===== src/rtl/status_lamp_pkg.sv =====
`timescale 1ns/1ps
package status_lamp_pkg;
    typedef enum logic [2:0] {
        LS_DARK   = 3'd0,
        LS_RUN    = 3'd1,
        LS_NOCOMM = 3'd2,
        LS_NOADDR = 3'd3,
        LS_PERIPH = 3'd4,
        LS_HALT   = 3'd5
    } lamp_state_t;
endpackage


===== src/rtl/blink_timebase.sv =====
`timescale 1ns/1ps
module blink_timebase #(
    parameter int unsigned HALF_CYC = 8
) (
    input  logic clk,
    input  logic rst_n,
    output logic phase
);
    localparam int unsigned CNT_W = (HALF_CYC > 1) ? $clog2(HALF_CYC) : 1;
    localparam logic [CNT_W-1:0] LAST = CNT_W'(HALF_CYC - 1);

    logic [CNT_W-1:0] cnt_q;
    logic             wrap;

    assign wrap = (cnt_q == LAST);

    always_ff @(posedge clk or negedge rst_n) begin
        if (!rst_n) begin
            cnt_q <= '0;
            phase <= 1'b0;
        end else if (wrap) begin
            cnt_q <= '0;
            phase <= ~phase;
        end else begin
            cnt_q <= cnt_q + 1'b1;
        end
    end
endmodule


===== src/rtl/addr_health.sv =====
`timescale 1ns/1ps
module addr_health #(
    parameter int unsigned ADDR_W = 6
) (
    input  logic [ADDR_W-1:0] copy_a,
    input  logic [ADDR_W-1:0] copy_b,
    output logic              addr_ok
);
    logic agree;
    logic nonzero;

    always_comb begin
        agree   = (copy_a == copy_b);
        nonzero = |copy_a;
        addr_ok = agree && nonzero;
    end
endmodule


===== src/rtl/lamp_fsm.sv =====
`timescale 1ns/1ps
module lamp_fsm
    import status_lamp_pkg::*;
(
    input  logic clk,
    input  logic rst_n,
    input  logic supply_ok,
    input  logic halt_req,
    input  logic periph_fault_n,
    input  logic addr_ok,
    input  logic wdog_expired,
    input  logic phase,
    output logic green_n,
    output logic red_n
);
    lamp_state_t state_q, state_d;

    always_comb begin
        if (!supply_ok)          state_d = LS_DARK;
        else if (halt_req)       state_d = LS_HALT;
        else if (!periph_fault_n) state_d = LS_PERIPH;
        else if (!addr_ok)       state_d = LS_NOADDR;
        else if (wdog_expired)   state_d = LS_NOCOMM;
        else                     state_d = LS_RUN;
    end

    always_ff @(posedge clk or negedge rst_n) begin
        if (!rst_n) state_q <= LS_DARK;
        else        state_q <= state_d;
    end

    always_comb begin
        green_n = 1'b1;
        red_n   = 1'b1;
        unique case (state_q)
            LS_DARK:   begin green_n = 1'b1;   red_n = 1'b1;   end
            LS_RUN:    begin green_n = 1'b0;   red_n = 1'b1;   end
            LS_NOCOMM: begin green_n = 1'b1;   red_n = 1'b0;   end
            LS_NOADDR: begin green_n = phase;  red_n = 1'b0;   end
            LS_PERIPH: begin green_n = phase;  red_n = ~phase; end
            LS_HALT:   begin green_n = 1'b1;   red_n = phase;  end
            default:   begin green_n = 1'b1;   red_n = 1'b1;   end
        endcase
    end
endmodule


===== src/rtl/status_lamp_ctrl.sv =====
`timescale 1ns/1ps
module status_lamp_ctrl #(
    parameter int unsigned CLK_HZ        = 5333333,
    parameter int unsigned BLINK_MILLIHZ = 2500,
    parameter int unsigned ADDR_W        = 6
) (
    input  logic              clk,
    input  logic              rst_n,
    input  logic              supply_ok,
    input  logic              ovl_or_ext_rst,
    input  logic              periph_fault_n,
    input  logic              wdog_expired,
    input  logic [ADDR_W-1:0] addr_copy_a,
    input  logic [ADDR_W-1:0] addr_copy_b,
    output logic              green_n,
    output logic              red_n
);
    localparam longint HALF_L = (longint'(CLK_HZ) * 500) / longint'(BLINK_MILLIHZ);
    localparam int unsigned HALF_CYC = (HALF_L < 1) ? 1 : int'(HALF_L);

    logic phase;
    logic addr_ok;

    blink_timebase #(.HALF_CYC(HALF_CYC)) u_blink (
        .clk   (clk),
        .rst_n (rst_n),
        .phase (phase)
    );

    addr_health #(.ADDR_W(ADDR_W)) u_addr (
        .copy_a  (addr_copy_a),
        .copy_b  (addr_copy_b),
        .addr_ok (addr_ok)
    );

    lamp_fsm u_fsm (
        .clk            (clk),
        .rst_n          (rst_n),
        .supply_ok      (supply_ok),
        .halt_req       (ovl_or_ext_rst),
        .periph_fault_n (periph_fault_n),
        .addr_ok        (addr_ok),
        .wdog_expired   (wdog_expired),
        .phase          (phase),
        .green_n        (green_n),
        .red_n          (red_n)
    );
endmodule


===== config.mk =====
export PLATFORM = sky130hd
export DESIGN_NAME = status_lamp_ctrl
export DESIGN_NICKNAME = d
export VERILOG_FILES = /design/src/rtl/status_lamp_pkg.sv /design/src/rtl/blink_timebase.sv /design/src/rtl/addr_health.sv /design/src/rtl/lamp_fsm.sv /design/src/rtl/status_lamp_ctrl.sv
export SDC_FILE = /design/constraint.sdc
export NUM_CORES = 1
export LEC_CHECK = 0
export BUFFER_PORTS_ARGS = -buffer_cell sky130_fd_sc_hd__buf_2
export CAP_MARGIN = 20
export CORE_UTILIZATION = 50
export CTS_BUF_LIST = sky130_fd_sc_hd__clkbuf_4 sky130_fd_sc_hd__clkbuf_8 sky130_fd_sc_hd__clkbuf_16
export CTS_CLUSTER_SIZE = 16
export DETAILED_ROUTE_END_ITERATION = 12
export PLACE_DENSITY = 0.69
export SLEW_MARGIN = 20
export SYNTH_ARGS = -nofsm -noshare
export SYNTH_HDL_FRONTEND = slang
export SYNTH_HIERARCHICAL = 1
export SYNTH_SLANG_ARGS = --single-unit

===== constraint.sdc =====
create_clock -name clk -period 2.24 [get_ports clk]
set_input_delay 0.336 -clock clk [delete_from_list [all_inputs] [get_ports clk]]
set_output_delay 0.336 -clock clk [all_outputs]
set_load 0.05 [all_outputs]

# Yosys cells after proc, flatten, opt, wreduce, memory -nomap -nowiden
# Cells that the tools add are included.
[word_totals] register_bits=25 inputBits=18 out_inout_bits=2 elab_cells=24
[classes] add_sub_neg=1 eq_ne=7 mux=8 bitwise=1 reduce_logical=4
[ops] cell="$add 21x1->21 const B" count=1
[ops] cell="$eq 21x21->1 const B" count=1
[ops] cell="$mux 21" count=1
[ops] cell="$mux 3" count=4
[ops] cell="$eq 3x2->1 const B" count=2
[ops] cell="$eq 3x3->1 const B" count=2
[ops] cell="$eq 6x6->1" count=1
[ops] cell="$reduce_or 6->1" count=1
[ops] cell="$reduce_or 2->1" count=2
[ops] cell="$eq 3x1->1 const B" count=1
[ops] cell="$pmux 1 s3" count=1
[ops] cell="$mux 2" count=1
[ops] cell="$pmux 1 s2" count=1
[ops] cell="$logic_and 1x1->1" count=1
[ops] cell="$not 1->1" count=1

# Depth between registers and ports, before layout
[depth] word_depth=6 depth_mapped=7 mapped_depth_nobuf=6

# Modules after synthesis
# The synthesis kept the hierarchy.
[modules_own_cells] mod="blink_timebase" n_inst=1 cells_per_inst=99 area_per_inst_um2=1031.0 seq_area_each_um2=550.5
[modules_own_cells] mod="lamp_fsm" n_inst=1 cells_per_inst=16 area_per_inst_um2=160.2 seq_area_each_um2=75.1
[modules_own_cells] mod="addr_health" n_inst=1 cells_per_inst=11 area_per_inst_um2=78.8 seq_area_each_um2=0.0

# Worst setup path before layout
# No wires, ideal clock.
[synth_path] kind="flip-flop to flip-flop" startpoint="register u_blink.cnt_q[0]" endpoint="register u_blink.cnt_q[20]" setup_time_ns=0.078 arrival_time_ns=1.849 required_ns=2.162 setup_slack_ns=0.313 path_stages_with_launch=7 path_buffers=1 period_less_slack_ns=1.927 cell_sequence="dfrtp_1 > ha_1 > nand2_1 > or4_1 > buf_2 > or4_1 > a21oi_1"
[synth_between] elab_chain_len=2 word_cells_on_any_way=3 cone_classes="1 x add/sub; 1 x eq/ne; 1 x mux"
[synth_rtl] element="start, declared" line_no="blink_timebase.sv:12" source="logic [CNT_W-1:0] cnt_q;"
[synth_rtl] element="start signal, assigned" line_no="blink_timebase.sv:25" source="cnt_q <= cnt_q + 1'b1;"
[synth_rtl] element="$add 21x1->21 / $eq 21x21->1 (equally long branches)" line_no="blink_timebase.sv:25, blink_timebase.sv:15"
[synth_rtl] element="$mux 21 *" line_no="blink_timebase.sv:21" source="end else if (wrap) begin"
# Every way passes the cells marked *; elsewhere a longest branch is shown, timed or not.
# A chain may end at the register's enable or synchronous reset.

# Final worst setup path
# Same ends and word-level chain as after synthesis.

==> impl_results.md <==
- Period utilization: 92.5%
- Crit path capture type: flop
- Core area: 2300 µm²
- Synth area leader: dfrtp_1
- Max VDD drop: 0.000351 V
- Max_cap viols: 0
- Starting DRT DRC Count: 14
- Setup TNS: 0 ns
- Wirelength per Cell: 13.0 µm
- Post-synth ARST share: 100%
- # diodes: 0
- Clk buf depth: 2
- Crit path required time: 2.48 ns
- First-pass GRT wire length: 3860 µm
- Vias in the first global route: 902
- Total wire length: 2300 µm
- Post-DP HPWL: 1810 µm
- Worst r2r path cells: 5
- RSZ-0062 raised after global routing: no
- Synth top cells by count: 25 x dfrtp_1, 16 x xnor2_1, 15 x nor2_1
- GRT Resource Usage Total: 19.0%
- Post-layout min period: 2.07 ns
- Syn. warnings: 6
- Worst path cell trace: ha_1, nand2_1, or4_1, or4_1, a21oi_1
- Design Area, Final: 1440 µm²
- Slew Limit Fails: 0
- Share of cells above drive strength 1: 18.1%
- Synth area leaders: dfrtp_1 49%, xnor2_1 11%, xor2_1 6.2%, nor2_1 4.4%, nand3_1 3.9%
- Row Count: 17
- Crit path DAT: 2.31 ns
- Count leader, synth: dfrtp_1
- Static leakage: 0.653 nW
- Failing checks: negative hold slack
- CTS resizes: 0
- Setup Buffers After CTS: 0
- Chip height: 52.4 µm
- Status: finished, violations left
- Largest net degree at the start of global routing: 26
- Worst-Skew Late Latency: 0.30 ns
- Filler cells: 198
- TritonCTS clock tree: built
- Yosys cell types: 29
- Least-Margin Pin Slew: 0.527 ns
- Sequential fraction of the synthesis area: 49.3%
- # nets final: 170
- Slowest stage cell, crit path: or4_1
- Post-Syn Nets: 146
- Number of buffers created by CTS: 3
- Main flop type after synthesis: dfrtp_1
- Average vias per placed instance: 5.42
- Total gr overflow: 0
- Drt pass-1 iters: 4
- Final hold vios: 25
- I/O pins: 20
- Post-synthesis register bit count: 25
- CP max stage delay: 0.58 ns
- Avg Cell Area, Syn: 10.1 µm²
- Placed Area: 1410 µm²
- Power per cell area: 504 nW/µm²
- CTS sink count: 25
- Hold Buf Count CTS: 0
- Crit path from: u_blink/cnt_q[0]
- Synth top area share: 49.3%
- Die area: 2750 µm²
- R2R Setup Slk: 0.17 ns
- Max_slew headroom: 64.9%
- Number of enable flip-flop cells after synthesis: 0
- CP Class: reg -> reg
- R2r endpoint: u_blink/cnt_q[20]
- Clk slew on worst S/H paths: 0.13 ns
- Initial Utilization: 55.3%
- Buffers on Ports: 19
- Reg2reg start: u_blink/cnt_q[0]
- Global placer's final weighted congestion: 0.876
- Total number of vias: 960
- Hold WC Path Type: in -> async
- Crit-path most repeated cell: or4_1
- Startpoint types: flop
- H-tree Lvls: 1
- Fmax: 0.483 GHz
- Die width: 52.4 µm
- Initial antenna violation count: 0
- Mapped cell area: 1270 µm²
- # DRC: 0
- Cells after synthesis: 126
- Worst setup endpoint: u_blink/cnt_q[20]
- Area Overhead vs Synth: 13.1%
- CTS Root Cell: clkbuf_4
- Final setup fails: 0
- Setup Skew: 0.00338 ns
- CP max FO: 5
- Antenna Violating Nets Remaining: 0
- Hold_ws: -0.0137 ns
## state kept, by name, summed over array words and instances (netlist names)
register,count
u_fsm/state_q,3
u_blink/phase,1
u_blink/cnt_q,21
## how the worst min path moves through the flow
stage	startpoint	end	slack (ns)	cells past startpoint
after global placement	rst_n	u_blink/cnt_q[17]	0.34	1
after detailed placement	rst_n	u_blink/cnt_q[17]	0.35	1
after global routing	rst_n	u_blink/cnt_q[17]	0.02	1
after CTS	rst_n	u_blink/cnt_q[17]	0.002	1
final	rst_n	u_blink/cnt_q[13]	-0.01	1
after floorplan	rst_n	u_blink/cnt_q[0]	0.04	0
## stage by stage
step,util (%),power (mW),hold WS [ns],std cells,setup WS [ns]
6_report,62.5,0.725,-0.0137,177,0.168
5_1_grt,62.5,0.755,0.0211,177,0.0655
4_1_cts,62.5,0.734,0.00161,177,0.183
3_5_place_dp,61.2,0.527,0.350,173,0.207
3_3_place_gp,61.2,0.525,0.345,173,0.275
2_1_floorplan,-,0.495,0.0404,126,0.313
## cell usage in the layout (no fill, tap or decap)
cell type / n
and3_1: 1
o21ai_1: 1
a2111oi_1: 1
nand2_1: 9
a21boi_0: 2
clkbuf_4: 4
nor4_1: 3
nor3_1: 4
or4_1: 3
o21a_1: 1
inv_1: 5
o31ai_1: 1
nor4bb_1: 1
nand3_1: 10
xor2_1: 9
nand4_1: 4
nand4_2: 1
a21oi_1: 3
xnor2_1: 16
a22oi_1: 1
nor2b_1: 1
ha_1: 2
nor2_1: 15
buf_2: 19
and3_2: 1
nor4b_1: 2
dfrtp_1: 25
buf_4: 2
o2111a_1: 1
and2b_1: 1
## power breakdown
| part | total [mW] | switching, mW | leakage, nW | internal, mW |
|---|---|---|---|---|
| logic | 0.0611 | 0.0364 | 0.304 | 0.0248 |
| registers | 0.457 | 0.00227 | 0.331 | 0.454 |
| clock network | 0.207 | 0.125 | 0.0184 | 0.0815 |
## worst max-delay path, delay by kind of cell (launching register included)
kind,cells,cell delay (ns)
simple gates,3,1.20
flops,1,0.42
compound gates,1,0.15
fa+ha+maj,1,0.24
## cells by family (layout without fill, tap and decap cells)
kind of cell | count (synthesis) | after routing | share of synthesized area (%)
AO/OA/AOI/OAI | 11 | 11 | 6.21
adder cells (fa/ha/maj) | 2 | 2 | 1.97
buffers and inverters | 7 | 30 | 2.17
XOR/XNOR | 25 | 25 | 17.2
AND/OR/NAND/NOR | 56 | 56 | 23.2
flip-flops | 25 | 25 | 49.3
## routing by layer
layer	routed length, µm	GRT usage, %
met5	0	0
met4	0	3.95
met3	28	2.61
met2	1140	32.1
met1	1130	25.9
## cell type report
cell class | instances | area (µm²) | area share, %
multi-input combinational | 94 | 617 | 42.9
clock buffer | 4 | 30.0 | 2.09
timing repair buffer | 21 | 110 | 7.67
sequential | 25 | 626 | 43.6
inverter | 5 | 18.8 | 1.31
tap | 28 | 35.0 | 2.44
Note: power is estimated with default switching activity, not from simulation.
